[config.mk]
export PLATFORM = sky130hd
export DESIGN_NAME = mfw_window
export DESIGN_NICKNAME = d
export VERILOG_FILES = /design/src/rtl/mfw_pkg.sv /design/src/rtl/mfw_fifo.sv /design/src/rtl/mfw_stage.sv /design/src/rtl/mfw_irq.sv /design/src/rtl/mfw_window.sv
export SDC_FILE = /design/constraint.sdc
export NUM_CORES = 1
export LEC_CHECK = 0
export BUFFER_PORTS_ARGS = -buffer_cell sky130_fd_sc_hd__buf_2
export CAP_MARGIN = 20
export CELL_PAD_IN_SITES_DETAIL_PLACEMENT = 1
export CELL_PAD_IN_SITES_GLOBAL_PLACEMENT = 1
export CORE_MARGIN = 2
export CORE_UTILIZATION = 40
export CTS_BUF_LIST = sky130_fd_sc_hd__clkbuf_16
export CTS_CLUSTER_DIAMETER = 150
export DETAILED_ROUTE_END_ITERATION = 7
export PLACE_DENSITY = 0.67
export SETUP_SLACK_MARGIN = 0.02
export SLEW_MARGIN = 40
export SYNTH_ARGS = -nofsm -noshare
export SYNTH_HDL_FRONTEND = slang
export SYNTH_SLANG_ARGS = --single-unit
export TNS_END_PERCENT = 50
[constraint.sdc]
create_clock -name clk -period 6.46 [get_ports clk]
set_input_delay 0.323 -clock clk [delete_from_list [all_inputs] [get_ports clk]]
set_output_delay 0.323 -clock clk [all_outputs]
set_load 0.005 [all_outputs]
[src/rtl/mfw_pkg.sv]
package mfw_pkg;

    typedef struct packed {
        logic [31:0] id;
        logic [3:0]  dlc;
        logic [63:0] data;
    } mfw_entry_t;

    typedef enum logic [1:0] {
        FS_EMPTY   = 2'd0,
        FS_PARTIAL = 2'd1,
        FS_FULL    = 2'd2
    } mfw_fill_e;

endpackage

[src/rtl/mfw_fifo.sv]
module mfw_fifo
    import mfw_pkg::*;
#(
    parameter int DEPTH = 4,
    parameter int CW    = $clog2(DEPTH + 1)
) (
    input  logic          clk,
    input  logic          rst_n,
    input  logic          flush,
    input  logic          push,
    input  mfw_entry_t    push_entry,
    input  logic          pop,
    output mfw_entry_t    head,
    output logic [CW-1:0] count,
    output logic          empty,
    output logic          full,
    output logic          push_acc,
    output logic          pop_acc,
    output logic          push_drop
);
    localparam int PW = $clog2(DEPTH);

    mfw_fill_e     state, state_nx;
    logic [CW-1:0] count_nx;
    logic [PW-1:0] wr_ptr, rd_ptr;
    mfw_entry_t    mem [DEPTH];

    function automatic logic [PW-1:0] bump(input logic [PW-1:0] p);
        return (p == PW'(DEPTH - 1)) ? '0 : p + 1'b1;
    endfunction

    // outputs decoded from the fill state
    always_comb begin
        empty     = (state == FS_EMPTY);
        full      = (state == FS_FULL);
        push_acc  = push && !full && !flush;
        pop_acc   = pop && !empty && !flush;
        push_drop = push && full && !flush;
        head      = empty ? '0 : mem[rd_ptr];
        count_nx  = count + CW'(push_acc) - CW'(pop_acc);
    end

    // fill-state transitions
    always_comb begin
        state_nx = state;
        if (flush) begin
            state_nx = FS_EMPTY;
        end else begin
            unique case (state)
                FS_EMPTY:   if (push_acc) state_nx = FS_PARTIAL;
                FS_PARTIAL: begin
                    if (count_nx == CW'(DEPTH)) state_nx = FS_FULL;
                    else if (count_nx == '0)    state_nx = FS_EMPTY;
                end
                FS_FULL:    if (pop_acc) state_nx = FS_PARTIAL;
                default:    state_nx = FS_EMPTY;
            endcase
        end
    end

    // state register
    always_ff @(posedge clk or negedge rst_n) begin
        if (!rst_n) begin
            state  <= FS_EMPTY;
            count  <= '0;
            wr_ptr <= '0;
            rd_ptr <= '0;
        end else if (flush) begin
            state  <= FS_EMPTY;
            count  <= '0;
            wr_ptr <= '0;
            rd_ptr <= '0;
        end else begin
            state <= state_nx;
            count <= count_nx;
            if (push_acc) wr_ptr <= bump(wr_ptr);
            if (pop_acc)  rd_ptr <= bump(rd_ptr);
        end
    end

    always_ff @(posedge clk) begin
        if (push_acc) mem[wr_ptr] <= push_entry;
    end

    AST_FULL_HOLDS: assert property (@(posedge clk) disable iff (!rst_n)
        (full && push && !pop && !flush) |=> (full && count == $past(count)));

    AST_EMPTY_POP: assert property (@(posedge clk) disable iff (!rst_n)
        (empty && pop && !push && !flush) |=> empty);

    AST_COUNT_STEP: assert property (@(posedge clk) disable iff (!rst_n)
        !flush |=> (count == $past(count) || count == $past(count) + 1'b1
                    || count + 1'b1 == $past(count)));

    AST_COUNT_MAX: assert property (@(posedge clk) disable iff (!rst_n)
        count <= CW'(DEPTH));

endmodule

[src/rtl/mfw_stage.sv]
module mfw_stage
    import mfw_pkg::*;
(
    input  logic        clk,
    input  logic        rst_n,
    input  logic        wr,
    input  logic [1:0]  sel,
    input  logic [31:0] wdata,
    output mfw_entry_t  entry
);
    always_ff @(posedge clk or negedge rst_n) begin
        if (!rst_n) begin
            entry <= '0;
        end else if (wr) begin
            unique case (sel)
                2'd0: entry.id           <= wdata;
                2'd1: entry.dlc          <= wdata[3:0];
                2'd2: entry.data[31:0]   <= wdata;
                2'd3: entry.data[63:32]  <= wdata;
                default: ;
            endcase
        end
    end

    AST_DLC_WRITE: assert property (@(posedge clk) disable iff (!rst_n)
        (wr && sel == 2'd1) |=> entry.dlc == $past(wdata[3:0]));
endmodule

[src/rtl/mfw_irq.sv]
module mfw_irq (
    input  logic       clk,
    input  logic       rst_n,
    input  logic       set_tx,
    input  logic       set_rx,
    input  logic       wr,
    input  logic [1:0] wdata,
    output logic       irq_tx,
    output logic       irq_rx
);
    always_ff @(posedge clk or negedge rst_n) begin
        if (!rst_n) begin
            irq_tx <= 1'b0;
            irq_rx <= 1'b0;
        end else begin
            if (set_tx)                irq_tx <= 1'b1;
            else if (wr && !wdata[0])  irq_tx <= 1'b0;
            if (set_rx)                irq_rx <= 1'b1;
            else if (wr && !wdata[1])  irq_rx <= 1'b0;
        end
    end

    AST_IRQ_TX_SET: assert property (@(posedge clk) disable iff (!rst_n)
        set_tx |=> irq_tx);
    AST_IRQ_RX_SET: assert property (@(posedge clk) disable iff (!rst_n)
        set_rx |=> irq_rx);
endmodule

[src/rtl/mfw_window.sv]
module mfw_window
    import mfw_pkg::*;
#(
    parameter int DEPTH    = 4,   // at most 7: count field is 3 bits
    parameter int ADDR_W   = 9,
    parameter int TX_MBX   = 56,
    parameter int RX_MBX   = 60,
    parameter int CTL_BASE = 256
) (
    input  logic              clk,
    input  logic              rst_n,
    input  logic              cpu_wr,
    input  logic [ADDR_W-1:0] cpu_addr,
    input  logic [31:0]       cpu_wdata,
    output logic [31:0]       cpu_rdata,
    output logic              tx_valid,
    output logic [31:0]       tx_id,
    output logic [3:0]        tx_dlc,
    output logic [63:0]       tx_data,
    input  logic              tx_pop,
    input  logic              rx_push,
    input  logic [31:0]       rx_id,
    input  logic [3:0]        rx_dlc,
    input  logic [63:0]       rx_data,
    output logic              rx_overrun,
    output logic              irq_tx,
    output logic              irq_rx
);
    localparam int CW = $clog2(DEPTH + 1);
    localparam logic [ADDR_W-3:0] TX_IDX  = (ADDR_W-2)'(TX_MBX);
    localparam logic [ADDR_W-3:0] RX_IDX  = (ADDR_W-2)'(RX_MBX);
    localparam logic [ADDR_W-1:0] A_TXCTL = ADDR_W'(CTL_BASE);
    localparam logic [ADDR_W-1:0] A_RXCTL = ADDR_W'(CTL_BASE + 1);
    localparam logic [ADDR_W-1:0] A_TXADV = ADDR_W'(CTL_BASE + 2);
    localparam logic [ADDR_W-1:0] A_RXADV = ADDR_W'(CTL_BASE + 3);
    localparam logic [ADDR_W-1:0] A_FLAGS = ADDR_W'(CTL_BASE + 4);

    logic          tx_en, rx_en, tx_ovf;
    logic          tx_win_hit, rx_win_hit;
    logic          wr_txctl, wr_rxctl, wr_txadv, wr_rxadv, wr_flags;
    mfw_entry_t    staged, tx_head, rx_head, rx_in;
    logic [CW-1:0] tx_count, rx_count;
    logic          tx_empty, tx_full, rx_empty, rx_full;
    logic          tx_push_acc, tx_pop_acc, tx_drop;
    logic          rx_push_acc, rx_pop_acc, rx_drop;

    always_comb begin
        tx_win_hit = (cpu_addr[ADDR_W-1:2] == TX_IDX);
        rx_win_hit = (cpu_addr[ADDR_W-1:2] == RX_IDX);
        wr_txctl   = cpu_wr && (cpu_addr == A_TXCTL);
        wr_rxctl   = cpu_wr && (cpu_addr == A_RXCTL);
        wr_txadv   = cpu_wr && (cpu_addr == A_TXADV);
        wr_rxadv   = cpu_wr && (cpu_addr == A_RXADV);
        wr_flags   = cpu_wr && (cpu_addr == A_FLAGS);
        rx_in      = '{id: rx_id, dlc: rx_dlc, data: rx_data};
    end

    mfw_stage u_stage (
        .clk   (clk),
        .rst_n (rst_n),
        .wr    (cpu_wr && tx_win_hit),
        .sel   (cpu_addr[1:0]),
        .wdata (cpu_wdata),
        .entry (staged)
    );

    mfw_fifo #(.DEPTH(DEPTH), .CW(CW)) u_txq (
        .clk        (clk),
        .rst_n      (rst_n),
        .flush      (!tx_en),
        .push       (wr_txadv),
        .push_entry (staged),
        .pop        (tx_pop),
        .head       (tx_head),
        .count      (tx_count),
        .empty      (tx_empty),
        .full       (tx_full),
        .push_acc   (tx_push_acc),
        .pop_acc    (tx_pop_acc),
        .push_drop  (tx_drop)
    );

    mfw_fifo #(.DEPTH(DEPTH), .CW(CW)) u_rxq (
        .clk        (clk),
        .rst_n      (rst_n),
        .flush      (!rx_en),
        .push       (rx_push),
        .push_entry (rx_in),
        .pop        (wr_rxadv),
        .head       (rx_head),
        .count      (rx_count),
        .empty      (rx_empty),
        .full       (rx_full),
        .push_acc   (rx_push_acc),
        .pop_acc    (rx_pop_acc),
        .push_drop  (rx_drop)
    );

    mfw_irq u_irq (
        .clk    (clk),
        .rst_n  (rst_n),
        .set_tx (tx_pop_acc),
        .set_rx (rx_push_acc),
        .wr     (wr_flags),
        .wdata  (cpu_wdata[1:0]),
        .irq_tx (irq_tx),
        .irq_rx (irq_rx)
    );

    // control state
    always_ff @(posedge clk or negedge rst_n) begin
        if (!rst_n) begin
            tx_en      <= 1'b0;
            rx_en      <= 1'b0;
            tx_ovf     <= 1'b0;
            rx_overrun <= 1'b0;
        end else begin
            if (wr_txctl) tx_en <= cpu_wdata[0];
            if (wr_rxctl) rx_en <= cpu_wdata[0];
            if (tx_drop)       tx_ovf <= 1'b1;
            else if (wr_txctl) tx_ovf <= tx_ovf & cpu_wdata[4];
            rx_overrun <= rx_drop;
        end
    end

    // outputs
    always_comb begin
        tx_valid = !tx_empty;
        tx_id    = tx_head.id;
        tx_dlc   = tx_head.dlc;
        tx_data  = tx_head.data;
        cpu_rdata = '0;
        if (tx_win_hit || rx_win_hit) begin
            unique case (cpu_addr[1:0])
                2'd0: cpu_rdata = tx_win_hit ? staged.id : rx_head.id;
                2'd1: cpu_rdata = {28'd0, tx_win_hit ? staged.dlc : rx_head.dlc};
                2'd2: cpu_rdata = tx_win_hit ? staged.data[31:0] : rx_head.data[31:0];
                2'd3: cpu_rdata = tx_win_hit ? staged.data[63:32] : rx_head.data[63:32];
                default: cpu_rdata = '0;
            endcase
        end else if (cpu_addr == A_TXCTL) begin
            cpu_rdata = {27'd0, tx_ovf, 3'(tx_count), tx_en};
        end else if (cpu_addr == A_RXCTL) begin
            cpu_rdata = {24'd0, rx_empty, 6'd0, rx_en};
        end else if (cpu_addr == A_FLAGS) begin
            cpu_rdata = {30'd0, irq_rx, irq_tx};
        end
    end

    AST_NO_OVERFLOW: assert property (@(posedge clk) disable iff (!rst_n)
        $rose(tx_ovf) |-> $past(wr_txadv));

    AST_OVERRUN_CAUSE: assert property (@(posedge clk) disable iff (!rst_n)
        rx_overrun |-> $past(rx_push));

    AST_TX_FLUSH: assert property (@(posedge clk) disable iff (!rst_n)
        !tx_en |=> !tx_valid);

    AST_RX_FLUSH: assert property (@(posedge clk) disable iff (!rst_n)
        !rx_en |=> (rx_count == '0));

    AST_RX_COMMIT: assert property (@(posedge clk) disable iff (!rst_n)
        (rx_push && rx_en && !rx_full) |=> !rx_empty);

    AST_TX_COMMIT: assert property (@(posedge clk) disable iff (!rst_n)
        tx_push_acc |=> tx_valid);

    AST_RX_RELEASE: assert property (@(posedge clk) disable iff (!rst_n)
        (rx_pop_acc && !rx_push) |=> (rx_count + 1'b1 == $past(rx_count)));

endmodule

==> out/metrics.cfg <==
[run_status]
status=complete, no violations

[finish]
fillCellCount=8229
mostFrequentLayoutCells=800 x edfxtp_1, 279 x buf_2, 195 x mux4_2
design.final.nets=2370
flow.area_growth_from_synthesis_pct=20.2
leading_cell_type_in_the_layout_fill_and_taps_excluded=edfxtp_1
area_of_combinational_cells_with_multiple_inputs_um2=8750
final_layout_size_suffix_gt1_share_pct=35.1
seqCellArea_um2=27100

[die]
dieArea_um2=93400
io_pins=282
die-height_um=306
num_rows=110
start_util_pct=40.4
design.core.area_um2=90100
chipWidth_um=306

[routing]
detail_route.wl_per_cell_um=25.9
total_number_of_vias=18506
drt-initial-drc-count=1312
remaining_drc_errors=0
totalWireLength_mm=89.8
drt_first_pass_iters=5
detail_route.vias_per_cell=5.34
ant_nets=0

[place]
dp_worst_setup_slack_ns=2.88
place.detailed.hpwl_mm=56.6
finalWeightedCongestion=0.776
numPortBuffers=281

[clock_tree]
post_cts_resized=0
clock_latency_ns=0.66
clkTransAtPathRegs_ns=0.06
hold_buffers=134
count_of_h_tree_levels_built_during_cts=3
numClockSinks=924
post-cts-setup-buffer-count=0
root_buffer=clkbuf_16
tritoncts=done
tritoncts.num_buffers=93
clock_path_buffers=3

[yosys]
yosysWarningCount=0
synth_cell_type_count=60
syn_avg_cell_area_um2=20.7
synth_enable_flop_cells=800
synthesis.nets=1919
ys_seq_elements=924
synth_top_cells_by_area=edfxtp_1 66%, mux4_2 12%, dfrtp_1 8.5%
netlist.top_cell.by_area=edfxtp_1
synthDominantCellAreaShare_pct=66.0
ys_async_sr_fraction_pct=13.4
synth_area_um2=36400
synthesis.instances=1757
ys.flop_type=edfxtp_1
yosysSeqAreaShare_pct=74.5

[global_route]
wire_length_of_the_first_global_routing_pass_mm=134
antenna_violations_before_repair=13
grt_pass1_vias=20298
grt_usage_pct=19.3
globalRouteOverflowTotal=0
grt_start_max_net_pins=88

[power_and_ir_drop]
power-per-cell-area_nw_per_um2=281
ir_worst_vdd_uv=227
power.leakage_nw=15.7
report.power.total_mw=12.3

[timing]
timing.clock.skew_ns=0.0200
max_slew_margin_pct=46.6
setup_viol_count_final=0
min_period_over_period_pct=55.8
max_slew.worst_pin.slew_ns=0.801
rsz0062_at_grt=no
final.setup.worst_slack_ns=2.85
number_of_hold_violations_in_the_final_report=0
slew_viols_final=0
max_freq_mhz=277
fin_setup_tns_ns=0
post-route-min-period_ns=3.61

[setup_path]
startpoint_type_of_the_worst_setup_path=register
arrival_ns=3.28
setup.reg_to_reg.worst_slack_ns=3.29
crit_required_ns=6.14
timing_worst_setup_path_type=register to output pin
crit_path_max_fanout=61
setup.worst_path.end_class=output pin

[run]
maxCapViolations=0

[worst_hold_path]
hold_class=input pin to register

final timing paths:
| path | start | endpoint | cells after the start |
|---|---|---|---|
| setup reg to reg | tx_en$_DFFE_PN0P_ | u_txq.mem[2][86]$_DFFE_PP_ | 5 |
| max in group asynchronous | rst_n | u_rxq.rd_ptr[1]$_DFFE_PN0P_ | 3 |
| setup / recovery | u_rxq.rd_ptr[0]$_DFFE_PN0P_ | cpu_rdata[5] | 6 |
| hold / removal | cpu_wdata[0] | u_stage.entry[64]$_DFFE_PN0P_ | 2 |
| min in group asynchronous | rst_n | u_stage.entry[68]$_DFFE_PN0P_ | 2 |
| hold reg to reg | u_stage.entry[50]$_DFFE_PN0P_ | u_txq.mem[2][50]$_DFFE_PP_ | 0 |
registers in the layout (all words and copies together), names as in the netlist, 3 cells and up:
name           cells
u_rxq.count        3
u_rxq.mem        400
u_stage.entry    100
u_txq.count        3
u_txq.mem        400
through the flow:
stage               hold slack, ns  area [µm²]  utilization, %  std cells
global route                0.0403       43700            48.5       3466
global placement             0.387       39000            43.3       3145
detailed placement           0.397       39200            43.5       3154
finish                      0.0535       43700            48.5       3466
floorplan                   0.0274       36400               -       1757
CTS                         0.0133       43700            48.5       3462
synthesized netlist by cell type (7+ instances only):
master and instances:
buf_1 8, inv_1 13, buf_6 12, nand2_1 27, a2bb2oi_1 22, a21oi_1 7
mux4_2 195, buf_2 37, mux2_2 124, ha_1 14, and2_1 111, a22oi_1 31
dfrtp_1 124, mux2i_1 46, nor2_1 22, o22ai_1 11, nand3_1 7, o21ai_0 31
clkbuf_1 30, edfxtp_1 800
cell families after synthesis:
| logic type | synth area share, % |
|---|---|
| flip-flops | 74.5 |
| adder cells (fa/ha/maj) | 0.591 |
| AND/OR/NAND/NOR | 3.42 |
| AO/OA/AOI/OAI | 2.51 |
| multiplexers | 17.4 |
| buffers and inverters | 1.53 |
| XOR/XNOR | 0.0722 |
power breakdown:
| group | switching (mW) | total (mW) | leakage [nW] | internal [mW] |
|---|---|---|---|---|
| Clock | 2.28 | 5.47 | 1.58 | 3.19 |
| Combinational | 0.150 | 0.281 | 4.87 | 0.130 |
| Sequential | 0.0320 | 6.52 | 9.29 | 6.49 |
| Total | 2.46 | 12.3 | 15.7 | 9.81 |
final cells by class:
class / count / share of cell area, %
sequential: 924 / 62.1
clock inverter: 80 / 1.78
clock buffer: 94 / 5.38
inverter: 15 / 0.129
timing repair buffer: 448 / 7.27
tap: 1176 / 3.36
multi-input combinational: 726 / 20.0
antenna: 3 / 0.0172
worst max-delay path, stage by stage (launching register included):
cell       delay (ns)
dfrtp_4          0.58
buf_12           0.30
buf_16           0.39
mux4_2           0.56
a2bb2oi_1        0.37
o21ai_0          0.22
buf_2            0.18
routing by layer:
| layer | GRT usage [%] | vias up | wire length [µm] |
|---|---|---|---|
| met5 | 0 | - | 101 |
| met4 | 5.11 | 14 | 2020 |
| met3 | 3.84 | 142 | 4740 |
| met2 | 32.0 | 483 | 44100 |
| met1 | 26.2 | 9797 | 38900 |
| li1 | - | 8070 | - |
(Power assumes the default switching activity.)
